## src/rtl/npc_pkg.sv

```systemverilog
package npc_pkg;
    typedef enum logic [2:0] {
        BR_NONE = 3'd0,
        BR_EQ   = 3'd1,
        BR_NE   = 3'd2,
        BR_LEZ  = 3'd3,
        BR_GTZ  = 3'd4
    } br_kind_e;

    typedef enum logic [1:0] {
        SEL_SEQ,
        SEL_BRANCH,
        SEL_JUMP
    } pc_sel_e;
endpackage

```

## src/rtl/npc_cond.sv

```systemverilog
module npc_cond #(
    parameter int XLEN = 32
) (
    input  logic [XLEN-1:0] op_a,
    input  logic [XLEN-1:0] op_b,
    input  logic [2:0]      kind,
    output logic            taken
);
    import npc_pkg::*;

    logic eq;
    logic neg;
    logic zero;

    always_comb begin
        eq   = (op_a == op_b);
        neg  = op_a[XLEN-1];
        zero = (op_a == '0);
        case (kind)
            BR_EQ:   taken = eq;
            BR_NE:   taken = !eq;
            BR_LEZ:  taken = neg || zero;
            BR_GTZ:  taken = !neg && !zero;
            default: taken = 1'b0;
        endcase
    end
endmodule

```

## src/rtl/npc_target.sv

```systemverilog
module npc_target #(
    parameter int XLEN   = 32,
    parameter int JIDX_W = 26,
    parameter int IMM_W  = 16,
    parameter int ALIGN  = 2
) (
    input  logic [XLEN-1:0]   pc_cur,
    input  logic [JIDX_W-1:0] jfield,
    output logic [XLEN-1:0]   seq_pc,
    output logic [XLEN-1:0]   br_pc,
    output logic [XLEN-1:0]   jmp_pc
);
    localparam int KEEP_W = XLEN - JIDX_W - ALIGN;
    localparam int EXT_W  = XLEN - IMM_W - ALIGN;
    localparam logic [XLEN-1:0] STEP = {{(XLEN-ALIGN-1){1'b0}}, 1'b1, {ALIGN{1'b0}}};

    logic [IMM_W-1:0] imm;
    logic [XLEN-1:0]  offset;

    always_comb begin
        imm    = jfield[IMM_W-1:0];
        offset = {{EXT_W{imm[IMM_W-1]}}, imm, {ALIGN{1'b0}}};
        seq_pc = pc_cur + STEP;
        br_pc  = seq_pc + offset;
        jmp_pc = {pc_cur[XLEN-1 -: KEEP_W], jfield, {ALIGN{1'b0}}};
    end
endmodule

```

## src/rtl/npc_seq.sv

```systemverilog
module npc_seq #(
    parameter int XLEN   = 32,
    parameter int JIDX_W = 26,
    parameter int IMM_W  = 16,
    parameter int ALIGN  = 2
) (
    input  logic            clk,
    input  logic            rst,
    input  logic [XLEN-1:0] instr,
    input  logic [XLEN-1:0] rs_val,
    input  logic [XLEN-1:0] rt_val,
    input  logic            jump,
    input  logic [2:0]      br_kind,
    output logic [XLEN-1:0] pc,
    output logic [XLEN-1:0] pc_plus4
);
    import npc_pkg::*;

    localparam int KEEP_W = XLEN - JIDX_W - ALIGN;
    localparam int EXT_W  = XLEN - IMM_W - ALIGN;
    localparam logic [XLEN-1:0] STEP = {{(XLEN-ALIGN-1){1'b0}}, 1'b1, {ALIGN{1'b0}}};

    typedef struct packed {
        logic [XLEN-1:0] pc;
    } state_t;

    state_t  st_d, st_q;
    pc_sel_e sel_d;
    logic    br_taken_d;
    logic [XLEN-1:0] seq_d, br_d, jmp_d;
    logic    unused_opcode;

    assign unused_opcode = ^instr[XLEN-1:JIDX_W];

    npc_cond #(.XLEN(XLEN)) u_cond (
        .op_a  (rs_val),
        .op_b  (rt_val),
        .kind  (br_kind),
        .taken (br_taken_d)
    );

    npc_target #(.XLEN(XLEN), .JIDX_W(JIDX_W), .IMM_W(IMM_W), .ALIGN(ALIGN)) u_tgt (
        .pc_cur (st_q.pc),
        .jfield (instr[JIDX_W-1:0]),
        .seq_pc (seq_d),
        .br_pc  (br_d),
        .jmp_pc (jmp_d)
    );

    always_comb begin
        if (jump)            sel_d = SEL_JUMP;
        else if (br_taken_d) sel_d = SEL_BRANCH;
        else                 sel_d = SEL_SEQ;
        st_d = st_q;
        case (sel_d)
            SEL_JUMP:   st_d.pc = jmp_d;
            SEL_BRANCH: st_d.pc = br_d;
            default:    st_d.pc = seq_d;
        endcase
    end

    always_ff @(posedge clk) begin
        if (rst) st_q <= '0;
        else     st_q <= st_d;
    end

    assign pc       = st_q.pc;
    assign pc_plus4 = seq_d;


    a_r1_reset_zero: assert property (@(posedge clk) rst |=> (pc == '0));


    a_r2_fallthrough: assert property (@(posedge clk) disable iff (rst)
        (!jump && br_kind == 3'd0) |=> (pc == $past(pc) + STEP));


    a_r4_jump_splice: assert property (@(posedge clk) disable iff (rst)
        jump |=> (pc[XLEN-1 -: KEEP_W] == $past(pc[XLEN-1 -: KEEP_W])
                  && pc[XLEN-KEEP_W-1:ALIGN] == $past(instr[JIDX_W-1:0])
                  && pc[ALIGN-1:0] == '0));


    a_r6_eq_taken: assert property (@(posedge clk) disable iff (rst)
        (!jump && br_kind == 3'd1 && rs_val == rt_val)
        |=> (pc == $past(pc) + STEP
                   + {{EXT_W{$past(instr[IMM_W-1])}}, $past(instr[IMM_W-1:0]), {ALIGN{1'b0}}}));


    a_r10_eq_not_taken: assert property (@(posedge clk) disable iff (rst)
        (!jump && br_kind == 3'd1 && rs_val != rt_val) |=> (pc == $past(pc) + STEP));


    a_r12_unused_codes: assert property (@(posedge clk) disable iff (rst)
        (!jump && br_kind > 3'd4) |=> (pc == $past(pc) + STEP));


    a_r3_aligned: assert property (@(posedge clk) disable iff (rst)
        1'b1 |=> (pc[ALIGN-1:0] == '0 && pc_plus4[ALIGN-1:0] == '0));
endmodule

```

## config.mk

```make
export PLATFORM = sky130hd
export DESIGN_NAME = npc_seq
export DESIGN_NICKNAME = d
export VERILOG_FILES = /design/src/rtl/npc_pkg.sv /design/src/rtl/npc_cond.sv /design/src/rtl/npc_target.sv /design/src/rtl/npc_seq.sv
export SDC_FILE = /design/constraint.sdc
export NUM_CORES = 1
export LEC_CHECK = 0
export BUFFER_PORTS_ARGS = -buffer_cell sky130_fd_sc_hd__buf_2
export CAP_MARGIN = 20
export CORE_MARGIN = 2
export CORE_UTILIZATION = 50
export CTS_BUF_LIST = sky130_fd_sc_hd__clkbuf_8 sky130_fd_sc_hd__clkbuf_16
export DETAILED_ROUTE_END_ITERATION = 8
export HOLD_SLACK_MARGIN = 0.02
export PLACE_DENSITY = 0.83
export SLEW_MARGIN = 20
export SYNTH_ARGS = -nofsm -noshare
export SYNTH_HDL_FRONTEND = slang
export SYNTH_SLANG_ARGS = --single-unit
```

## constraint.sdc

```tcl
create_clock -name clk -period 5.2 [get_ports clk]
set_input_delay 0.52 -clock clk [delete_from_list [all_inputs] [get_ports clk]]
set_output_delay 0.52 -clock clk [all_outputs]
set_load 0.01 [all_outputs]
```

==> impl_metrics.json <==
{
  "holdWs_ns": 0.483,
  "place_congestion": 0.998,
  "first_pass_iters": 6,
  "power.density_nw_per_um2": 199,
  "core-area_um2": 7730,
  "finalCritPeriodShare_pct": 79.9,
  "internal_power_mw": 0.559,
  "setup_tns_ns": 0,
  "synthDistinctLibCells": 62,
  "numCtsBuffers": 5,
  "boundaryPins": 166,
  "ys_seq_elements": 30,
  "grt_usage_pct": 30.7,
  "initial_core_util_pct": 51.7,
  "antenna_found_initial": 0,
  "dpl.cell_count": 783,
  "grt_max_degree": 34,
  "p_leak_nw": 2.32,
  "grt_pass1_wl_mm": 22.1,
  "vdd_drop_max_uv": 130,
  "dieArea_um2": 8730,
  "cts.sinks": 30,
  "viasPerCell": 6.27,
  "p_sw_mw": 0.416,
  "cts_resized": 0,
  "vias": 4957,
  "status": "finished, final reports clean",
  "critical_path_arrival_ns": 4.30,
  "grt_pass1_vias": 4657,
  "sequentialPowerShare_pct": 28.3,
  "worstRegToRegCells": 14,
  "cp_slowest_cell": "a21oi_1",
  "syn2layout_area_growth_pct": 22.7,
  "avgSynthCellArea_um2": 7.34,
  "pwr-share-clk_pct": 21.3,
  "clock_skew_ns": 0.0104,
  "grt_overflow": 0,
  "syn_area_um2": 4000,
  "finalNetCount": 823,
  "ys_seq_area_share_pct": 15.0,
  "hold_class": "input pin to flip-flop",
  "tightest_slew_ns": 1.06,
  "cts_setup_buffers": 0,
  "first_iter_violations": 418,
  "clk_pin_slew_ns": 0.08,
  "clkLatencyLatePin_ns": 0.29,
  "antenna_left": 0,
  "wl_per_cell_um": 17.4,
  "hpwl_mm": 10.6,
  "wirelength_mm": 13.7,
  "worstPathRequired_ns": 5.35,
  "hold_buffers": 0,
  "slew_headroom_pct": 29.4,
  "hold_violations": 0,
  "synth_ff_type": "dfxtp_1",
  "yosysWarnings": 0,
  "drv_cap": 0,
  "htree_levels": 2,
  "crit_fanout": 8,
  "path_class": "flip-flop to flip-flop",
  "synthCells": 545,
  "combPwrFrac_pct": 50.3,
  "cpPeakStageDelay_ns": 0.47,
  "endpoint_kind": "flip-flop",
  "antenna_cells": 0,
  "synth_edf_count": 0,
  "p_sw_share_pct": 42.7,
  "stdcell_count": 791,
  "crit_chain": "and4_1, and3b_1, and3_1, nand3_1, xnor2_1, ha_1, a21oi_1, o21ai_0, a221oi_1, o21ai_0, a211o_1, a21oi_1, xor2_1, o221ai_1",
  "rsz0062_at_grt": "false",
  "layout-drive-gt1-share_pct": 24.8,
  "critPathLaunchType": "flip-flop",
  "min_period_ns": 4.15,
  "cts-root-buf": "clkbuf_8",
  "min_path_cells": 3,
  "portBuffers": 155,
  "fp.dieH_um": 93.4,
  "max_freq_mhz": 241,
  "setup_viol": 0,
  "clockBufferDepth": 2,
  "async_flop_share_pct": 0,
  "report.final.slew_viol_count": 0,
  "rows": 32,
  "cts_tree": "yes",
  "drcViolationCount": 0,
  "die_w_um": 93.4,
  "largest_register_ffs": 30
}
==> cell usage after synthesis, drive strengths merged (15+ instances only) <==
cell	instances	area share (%)
clkbuf	17	1.6
xnor2	31	6.8
inv	21	2.0
xor2	45	9.9
nand3	22	2.8
a21oi	41	5.1
nor2	37	3.5
ha	32	10
nor4	17	2.8
nand2	55	5.2
nand4	15	2.3
dfxtp	30	15
o21ai	29	3.6
==> path summary, 6_finish.rpt <==
kind | to | slack (ns) | start
hold / removal | pc[26]$_SDFF_PP0_ | 0.48 | instr[24]
setup / recovery | pc[30]$_SDFFE_PP0P_ | 1.05 | pc[4]$_SDFF_PP0_
hold reg to reg | pc[29]$_SDFFE_PP0P_ | 0.51 | pc[29]$_SDFFE_PP0P_
setup reg to reg | pc[30]$_SDFFE_PP0P_ | 1.05 | pc[4]$_SDFF_PP0_
==> cell type report <==
cell class	count	area, um2
sequential	30	601
inverter	21	78.8
tap	102	128
clock inverter	2	8.76
multi-input combinational	474	3230
timing repair buffer	156	783
clock buffer	6	82.6
fill	721	2820
==> stage by stage <==
step	total power, mW	utilization (%)	setup WS, ns	area (um2)
2_1_floorplan	0.598	-	1.60	4010
3_3_place_gp	0.742	62.3	1.24	4820
3_5_place_dp	0.756	62.3	1.21	4820
4_1_cts	0.960	63.5	1.18	4910
5_1_grt	1.03	63.5	0.714	4910
6_report	0.975	63.5	1.05	4910
==> power by group through the flow <==
stage / clock network [mW] / registers [mW] / logic [mW]
after detailed placement: 0 / 0.281 / 0.475
final: 0.208 / 0.276 / 0.491
after global placement: 0 / 0.280 / 0.463
after global routing: 0.215 / 0.280 / 0.535
after CTS: 0.205 / 0.276 / 0.479
after floorplan: 0 / 0.285 / 0.313
==> worst max-delay path, delay by kind of cell (launching register included) <==
family	cells	cell delay, ns
and+or+nand+nor	4	1.09
adders and majority gates	1	0.34
AOI/OAI and AO/OA	7	1.71
xor gates and xnor gates	2	0.43
DFF	1	0.43
==> cells by family (layout without fill, tap and decap cells) <==
family                     after synthesis  count (layout)  synth area share [%]
and+or+nand+nor                        198             198                  25.4
AOI/OAI and AO/OA                      162             162                  27.5
xor gates and xnor gates                76              76                  16.6
buffers and inverters                   44             185                  4.57
adders and majority gates               33              33                  10.5
DFF                                     30              30                  15.0
other                                    1               4                0.0938
muxes                                    1               1                 0.250
==> per-layer routing <==
metal / vias up / share of wire, % / GRT usage, %
li1: 2330 / - / -
met1: 2291 / 42 / 40.9
met2: 289 / 46 / 52.0
met3: 47 / 9.3 / 4.83
met4: 0 / 2.1 / 7.48
met5: - / 0 / 0
==> cell usage in the layout (no fill, tap or decap), types with 6 or more instances in the layout <==
cell type  netlist  final
a211oi_1        10     10
a21o_1          12     12
a21oi_1         41     41
a221oi_1         8      8
a311oi_1        12     12
a31oi_1         12     12
and3_1           8      8
buf_2            2    155
clkbuf_8         0      6
dfxtp_1         30     30
ha_1            32     32
inv_1           21     22
nand2_1         55     55
nand3_1         22     22
nand4_1         15     15
nor2_1          36     36
nor3_1          12     12
nor4_1          16     16
o21ai_0         25     25
or3_1            6      6
xnor2_1         31     31
xor2_1          45     45
(Power assumes the default switching activity.)
